`src/rtl/twr_pkg.sv`:
```
// Package: shared types for the two-wire register slave.
// Assumes: bytes are 8 bits; the state encoding is internal only.
package twr_pkg;
    localparam int BYTE_W = 8;

    typedef enum logic [3:0] {
        ST_IDLE,
        ST_DEVADR,
        ST_DEVACK,
        ST_BANK,
        ST_BANKACK,
        ST_REG,
        ST_REGACK,
        ST_WDAT,
        ST_WACK,
        ST_RDAT,
        ST_RACK,
        ST_SKIP
    } twr_state_e;
endpackage

```
`src/rtl/twr_line_sync.sv`:
```
// Module: twr_line_sync
// Brings SCL and SDA into the system clock domain through a flop chain
// and derives clock edges plus start/stop conditions.
// Assumes: the lines idle high; the system clock is many times faster than SCL.
module twr_line_sync #(
    parameter int STAGES = 2
) (
    input  logic clk,
    input  logic rst_n,
    input  logic scl_in,
    input  logic sda_in,
    output logic sda_s,
    output logic scl_rise,
    output logic scl_fall,
    output logic start_det,
    output logic stop_det
);
    logic [STAGES-1:0] scl_ff;
    logic [STAGES-1:0] sda_ff;
    logic              scl_q;
    logic              sda_q;
    logic              scl_s;

    // Synchroniser chains, reset to the idle-high level.
    always_ff @(posedge clk) begin
        if (!rst_n) begin
            scl_ff <= '1;
            sda_ff <= '1;
        end else begin
            scl_ff <= {scl_ff[STAGES-2:0], scl_in};
            sda_ff <= {sda_ff[STAGES-2:0], sda_in};
        end
    end

    assign scl_s = scl_ff[STAGES-1];
    assign sda_s = sda_ff[STAGES-1];

    // One-cycle history of the synchronised lines for edge detection.
    always_ff @(posedge clk) begin
        if (!rst_n) begin
            scl_q <= 1'b1;
            sda_q <= 1'b1;
        end else begin
            scl_q <= scl_s;
            sda_q <= sda_s;
        end
    end

    // Edge and bus-condition decode from current and previous samples.
    always_comb begin
        scl_rise  = !scl_q &&  scl_s;
        scl_fall  =  scl_q && !scl_s;
        start_det =  scl_q &&  scl_s &&  sda_q && !sda_s;
        stop_det  =  scl_q &&  scl_s && !sda_q &&  sda_s;
    end
endmodule

```
`src/rtl/twr_reg_ptr.sv`:
```
// Module: twr_reg_ptr
// Holds the register-file index as a bank part and a register part.
// The register part increments and wraps without touching the bank.
// Assumes: load and increment never coincide (the controller serialises them).
module twr_reg_ptr #(
    parameter int BANK_W = 2,
    parameter int REG_W  = 8
) (
    input  logic                    clk,
    input  logic                    rst_n,
    input  logic                    ld_bank,
    input  logic                    ld_reg,
    input  logic                    inc,
    input  logic [BANK_W-1:0]       bank_in,
    input  logic [REG_W-1:0]        reg_in,
    output logic [BANK_W+REG_W-1:0] ptr
);
    localparam logic [REG_W-1:0] ONE = {{(REG_W-1){1'b0}}, 1'b1};

    logic [BANK_W-1:0] bank_q;
    logic [REG_W-1:0]  reg_q;

    // Bank register: loaded only by the bank byte.
    always_ff @(posedge clk) begin
        if (!rst_n)       bank_q <= '0;
        else if (ld_bank) bank_q <= bank_in;
    end

    // Register part: loaded by the register byte, otherwise stepped with wrap.
    always_ff @(posedge clk) begin
        if (!rst_n)      reg_q <= '0;
        else if (ld_reg) reg_q <= reg_in;
        else if (inc)    reg_q <= reg_q + ONE;
    end

    assign ptr = {bank_q, reg_q};
endmodule

```
`src/rtl/twr_ctrl.sv`:
```
// Module: twr_ctrl
// Protocol engine: address match, bank/register/data byte phases,
// acknowledge generation, read shifting and master-ACK handling.
// Assumes: edge and condition strobes come from twr_line_sync and last one
// cycle. Outputs are registered. Read data is combinational from the
// register file at the current index.
module twr_ctrl
    import twr_pkg::*;
#(
    parameter int           BANK_W  = 2,
    parameter int           REG_W   = 8,
    parameter logic [3:0]   ADDR_HI = 4'b1011
) (
    input  logic              clk,
    input  logic              rst_n,
    input  logic              sda_s,
    input  logic              scl_rise,
    input  logic              scl_fall,
    input  logic              start_det,
    input  logic              stop_det,
    input  logic [2:0]        addr_strap,
    input  logic [BYTE_W-1:0] rf_rdata,
    output logic              sda_pull,
    output logic              rf_we,
    output logic [BYTE_W-1:0] rf_wdata,
    output logic              ld_bank,
    output logic              ld_reg,
    output logic              inc,
    output logic [BANK_W-1:0] bank_val,
    output logic [REG_W-1:0]  reg_val
);
    localparam logic [3:0] LAST_BIT = 4'd8;

    twr_state_e        state;
    logic [BYTE_W-1:0] shreg;
    logic [BYTE_W-1:0] txreg;
    logic [3:0]        bitcnt;
    logic              rw_q;
    logic              pull_q;
    logic              byte_done;
    logic              id_match;

    // Byte-boundary and address-compare decode.
    always_comb begin
        byte_done = scl_fall && (bitcnt == LAST_BIT);
        id_match  = (shreg[7:1] == {ADDR_HI, addr_strap});
    end

    // Main protocol sequencer with shift, count and drive registers.
    always_ff @(posedge clk) begin
        if (!rst_n) begin
            state    <= ST_IDLE;
            shreg    <= '0;
            txreg    <= '0;
            bitcnt   <= '0;
            rw_q     <= 1'b0;
            pull_q   <= 1'b0;
            rf_we    <= 1'b0;
            rf_wdata <= '0;
            ld_bank  <= 1'b0;
            ld_reg   <= 1'b0;
            inc      <= 1'b0;
        end else begin
            rf_we   <= 1'b0;
            ld_bank <= 1'b0;
            ld_reg  <= 1'b0;
            inc     <= 1'b0;
            if (start_det) begin
                state  <= ST_DEVADR;
                bitcnt <= '0;
                pull_q <= 1'b0;
            end else if (stop_det) begin
                state  <= ST_IDLE;
                bitcnt <= '0;
                pull_q <= 1'b0;
            end else begin
                case (state)
                    ST_DEVADR, ST_BANK, ST_REG, ST_WDAT: begin
                        if (scl_rise) begin
                            shreg  <= {shreg[BYTE_W-2:0], sda_s};
                            bitcnt <= bitcnt + 4'd1;
                        end else if (byte_done) begin
                            bitcnt <= '0;
                            case (state)
                                ST_DEVADR: begin
                                    if (id_match) begin
                                        pull_q <= 1'b1;
                                        rw_q   <= shreg[0];
                                        state  <= ST_DEVACK;
                                    end else begin
                                        state  <= ST_SKIP;
                                    end
                                end
                                ST_BANK: begin
                                    pull_q  <= 1'b1;
                                    ld_bank <= 1'b1;
                                    state   <= ST_BANKACK;
                                end
                                ST_REG: begin
                                    pull_q <= 1'b1;
                                    ld_reg <= 1'b1;
                                    state  <= ST_REGACK;
                                end
                                default: begin
                                    pull_q   <= 1'b1;
                                    rf_we    <= 1'b1;
                                    rf_wdata <= shreg;
                                    state    <= ST_WACK;
                                end
                            endcase
                        end
                    end
                    ST_DEVACK: begin
                        if (scl_fall) begin
                            if (rw_q) begin
                                txreg  <= rf_rdata;
                                pull_q <= !rf_rdata[BYTE_W-1];
                                state  <= ST_RDAT;
                            end else begin
                                pull_q <= 1'b0;
                                state  <= ST_BANK;
                            end
                        end
                    end
                    ST_BANKACK: begin
                        if (scl_fall) begin
                            pull_q <= 1'b0;
                            state  <= ST_REG;
                        end
                    end
                    ST_REGACK: begin
                        if (scl_fall) begin
                            pull_q <= 1'b0;
                            state  <= ST_WDAT;
                        end
                    end
                    ST_WACK: begin
                        if (scl_fall) begin
                            pull_q <= 1'b0;
                            inc    <= 1'b1;
                            state  <= ST_WDAT;
                        end
                    end
                    ST_RDAT: begin
                        if (scl_rise) begin
                            bitcnt <= bitcnt + 4'd1;
                        end else if (byte_done) begin
                            bitcnt <= '0;
                            pull_q <= 1'b0;
                            state  <= ST_RACK;
                        end else if (scl_fall) begin
                            txreg  <= {txreg[BYTE_W-2:0], 1'b0};
                            pull_q <= !txreg[BYTE_W-2];
                        end
                    end
                    ST_RACK: begin
                        if (scl_rise) begin
                            if (sda_s) state <= ST_SKIP;
                            else       inc   <= 1'b1;
                        end else if (scl_fall) begin
                            txreg  <= rf_rdata;
                            pull_q <= !rf_rdata[BYTE_W-1];
                            state  <= ST_RDAT;
                        end
                    end
                    default: begin
                        pull_q <= 1'b0;
                    end
                endcase
            end
        end
    end

    assign sda_pull = pull_q;
    assign bank_val = shreg[BANK_W-1:0];
    assign reg_val  = shreg[REG_W-1:0];
endmodule

```
`src/rtl/twr_reg_slave.sv`:
```
// Module: twr_reg_slave (top)
// Two-wire serial slave giving bus access to a banked byte register file.
// Assumes: SCL/SDA are open-drain with external pull-ups; sda_pull drives
// the data line low only. The register file answers reads combinationally.
module twr_reg_slave #(
    parameter int         SYNC_STAGES = 2,
    parameter int         BANK_W      = 2,
    parameter int         REG_W       = 8,
    parameter logic [3:0] ADDR_HI     = 4'b1011,
    localparam int        IDX_W       = BANK_W + REG_W
) (
    input  logic             clk,
    input  logic             rst_n,
    input  logic             scl_in,
    input  logic             sda_in,
    input  logic [2:0]       addr_strap,
    output logic             sda_pull,
    output logic [IDX_W-1:0] rf_addr,
    output logic             rf_we,
    output logic [7:0]       rf_wdata,
    input  logic [7:0]       rf_rdata
);
    logic              sda_s;
    logic              scl_rise;
    logic              scl_fall;
    logic              start_det;
    logic              stop_det;
    logic              ld_bank;
    logic              ld_reg;
    logic              inc;
    logic [BANK_W-1:0] bank_val;
    logic [REG_W-1:0]  reg_val;

    twr_line_sync #(.STAGES(SYNC_STAGES)) u_sync (
        .clk       (clk),
        .rst_n     (rst_n),
        .scl_in    (scl_in),
        .sda_in    (sda_in),
        .sda_s     (sda_s),
        .scl_rise  (scl_rise),
        .scl_fall  (scl_fall),
        .start_det (start_det),
        .stop_det  (stop_det)
    );

    twr_ctrl #(.BANK_W(BANK_W), .REG_W(REG_W), .ADDR_HI(ADDR_HI)) u_ctrl (
        .clk        (clk),
        .rst_n      (rst_n),
        .sda_s      (sda_s),
        .scl_rise   (scl_rise),
        .scl_fall   (scl_fall),
        .start_det  (start_det),
        .stop_det   (stop_det),
        .addr_strap (addr_strap),
        .rf_rdata   (rf_rdata),
        .sda_pull   (sda_pull),
        .rf_we      (rf_we),
        .rf_wdata   (rf_wdata),
        .ld_bank    (ld_bank),
        .ld_reg     (ld_reg),
        .inc        (inc),
        .bank_val   (bank_val),
        .reg_val    (reg_val)
    );

    twr_reg_ptr #(.BANK_W(BANK_W), .REG_W(REG_W)) u_ptr (
        .clk     (clk),
        .rst_n   (rst_n),
        .ld_bank (ld_bank),
        .ld_reg  (ld_reg),
        .inc     (inc),
        .bank_in (bank_val),
        .reg_in  (reg_val),
        .ptr     (rf_addr)
    );
endmodule

```
`config.mk`:
```
export PLATFORM = sky130hd
export DESIGN_NAME = twr_reg_slave
export DESIGN_NICKNAME = d
export VERILOG_FILES = /design/src/rtl/twr_pkg.sv /design/src/rtl/twr_line_sync.sv /design/src/rtl/twr_reg_ptr.sv /design/src/rtl/twr_ctrl.sv /design/src/rtl/twr_reg_slave.sv
export SDC_FILE = /design/constraint.sdc
export NUM_CORES = 1
export LEC_CHECK = 0
export ABC_AREA = 0
export ABC_CLOCK_PERIOD_IN_PS = 2100
export BUFFER_PORTS_ARGS = -buffer_cell sky130_fd_sc_hd__clkbuf_2
export CELL_PAD_IN_SITES_DETAIL_PLACEMENT = 1
export CELL_PAD_IN_SITES_GLOBAL_PLACEMENT = 1
export CORE_ASPECT_RATIO = 1.25
export CORE_MARGIN = 8
export CORE_UTILIZATION = 43
export DETAILED_ROUTE_END_ITERATION = 10
export PLACE_DENSITY = 0.82
export SLEW_MARGIN = 20
export SYNTH_ARGS = -nofsm -noshare
export SYNTH_HDL_FRONTEND = slang
export SYNTH_SLANG_ARGS = --single-unit
```
`constraint.sdc`:
```
create_clock -name clk -period 2.1 [get_ports clk]
set_input_delay 0.42 -clock clk [delete_from_list [all_inputs] [get_ports clk]]
set_output_delay 0.42 -clock clk [all_outputs]
set_load 0.02 [all_outputs]
```
==> reports/metrics.yaml <==
max-cap-violations: 0
seq_area_frac_synth: 0.411
synth_edf_count: 0
rsz0062_at_grt: "no"
area_growth_pct: 14.1
cp.arrival_ps: 2170
total_power_mw: 1.74
syn_inst: 299
netlist_area_um2: 2580
end_kind: "register"
io_pins: 35
track_usage: 0.150
clkTransAtPathRegs_ps: 100
core_area_um2: 5820
yosys.area.top_type: "dfxtp_1"
power.density_nw_per_um2: 590
cts_tree: "built"
gr-total-overflow: 0
min_path_type: "primary input to register"
cts_buffers: 5
r2r_setup_slack_ps: 150
grt_max_degree: 23
cts_buffer_depth: 2
holdWs_ps: 281
final_cell_mix: "52 x dfxtp_1, 44 x nand2_1, 34 x clkbuf_2"
slowest_delay_ps: 370
report.final.slew_viol_count: 0
via_count: 2193
dp_hpwl_um: 4840
synthAdderAreaFrac: 0.0145
tightest_slew_ps: 560
drt_pre_antenna_iters: 4
synthMuxAreaShare: 0.0736
grt_antenna_before_repair: 0
dp_cells: 395
critical_path_class: "register to register"
status: "completed"
die_height_um: 103
critPathTopFamily: "simple AND/OR/NAND/NOR gates"
postSynthAreaPerCell_um2: 8.64
viasPerCell: 5.44
finalNetCount: 354
yosys.area_share.simple: 0.265
drt_iter0_markers: 64
min_period_over_period: 0.931
crit_buf_inv: 2
crit_path_cell_trace: "inv_1 -> ha_1 -> nand3b_1 -> or2_1 -> nor4_4 -> buf_4 -> mux2i_1 -> nor2b_1"
gp_congestion: 0.893
finalCriticalPeriod_ps: 1950
clk-insertion-delay-late_ps: 310
drtAntennaViolNets: 0
instances_no_fill: 403
synth.top_cell.area_share: 0.411
grt.busiest_layer: "met2"
synth_cell_types: 47
synth_seq_cells: 53
final_common_cell: "dfxtp_1"
ctsHoldBuffers: 0
post-cts-setup-buffers: 0
max-slew-margin-rel: 0.625
h-tree-depth: 2
synth-compound-area-share: 0.151
hold_viol_final: 0
grt_pass1_vias: 2282
fin_util: 0.507
numPortBuffers: 34
synth_nets: 317
tns_ps: 0
layout-drive-gt1-share: 0.184
num_antenna_cells: 0
use_met1: 0.158
skew_ps: 8.24
synth_top_family_by_area: "simple AND/OR/NAND/NOR gates"
rows: 31
start_util: 0.444
synth-warning-count: 0
clock.fmax_ghz: 0.512
synth_area_leaders: "dfxtp_1 41%, mux2i_1 7.4%, nand2_1 6.4%"
p_leak_nw: 1.18
synth_xor_area_frac: 0.0407
wl_um: 6280
dieArea_um2: 8760
critPathRequiredTime_ps: 2320
vdd_drop_max_mv: 0.307
drc: 0
root_buffer: "clkbuf_8"
grt_use_met3: 0.0343
avgRoutedWirePerCell_um: 15.6
use_met2: 0.283
finalSetupViolCount: 0
cts_sinks: 53
crit_path_start_kind: "register"
grt_pass1_wl_um: 10600
ctsResizeCount: 0
cp_max_fo: 9
async_flop_share: 0
die_w_um: 85.3
ys.flop_type: "dfxtp_1"
cp_slowest_cell: "or2_1"
-- path summary, 6_finish.rpt --
| kind | cells after the start | startpoint | to |
|---|---|---|---|
| worst min register to register | 1 | u_sync.scl_ff[0] | u_sync.scl_ff[1] |
| worst min-delay path | 2 | scl_in | u_sync.scl_ff[0] |
| worst max-delay path | 8 | u_ctrl.bitcnt[0] | u_ctrl.rf_wdata[4] |
| worst max register to register | 8 | u_ctrl.bitcnt[0] | u_ctrl.rf_wdata[4] |
-- worst register-to-register path, delay by kind of cell (launching register included) --
kind | cells | cell delay [ps]
mux | 1 | 210
buf+inv | 2 | 340
flops | 1 | 360
fa+ha+maj | 1 | 140
simple gates | 4 | 820
-- synth_stat cells, drive strengths merged, types with 3 or more instances --
master / count
dfxtp: 53
nand2: 44
nor2: 24
mux2i: 19
o21ai: 15
nor2b: 13
clkbuf: 12
and2: 11
nand2b: 11
xor2: 10
a21boi: 9
a21oi: 8
o211a: 7
buf: 6
inv: 6
nand4: 5
nor3: 5
nor4: 4
ha: 3
nand3: 3
nand3b: 3
or2: 3
-- final cells by class --
type	count	area (µm²)
Timing Repair Buffer	48	275
Clock inverter	2	16.3
Fill cell	728	2870
Clock buffer	6	82.6
Inverter	6	22.5
Sequential cell	53	1060
Tap cell	66	82.6
Multi-Input combinational cell	222	1410
-- where the power goes --
part / internal (mW) / switching, mW
logic: 0.0444 / 0.0557
registers: 1.01 / 0.00812
clock network: 0.272 / 0.348
-- cells by family (layout without fill, tap and decap cells) --
logic type               Yosys count  count (layout)
AO/OA/AOI/OAI                     56              56
XOR/XNOR                          12              12
adder cells (fa/ha/maj)            3               3
buffers and inverters             24              62
flip-flops                        53              53
multiplexers                      19              19
AND/OR/NAND/NOR                  132             132
-- stage by stage --
stage / cell area [µm²] / setup WS [ps]
after floorplan: 2580 / 422
after global placement: 2850 / 200
after detailed placement: 2850 / 152
after CTS: 2950 / 143
after global routing: 2950 / 29.0
final: 2950 / 146
-- per-layer routing --
metal | part of all wire | vias up
li1 | - | 1094
met1 | 0.44 | 1056
met2 | 0.51 | 36
met3 | 0.038 | 7
met4 | 0.016 | 0
met5 | 0 | -
(Power assumes the default switching activity.)
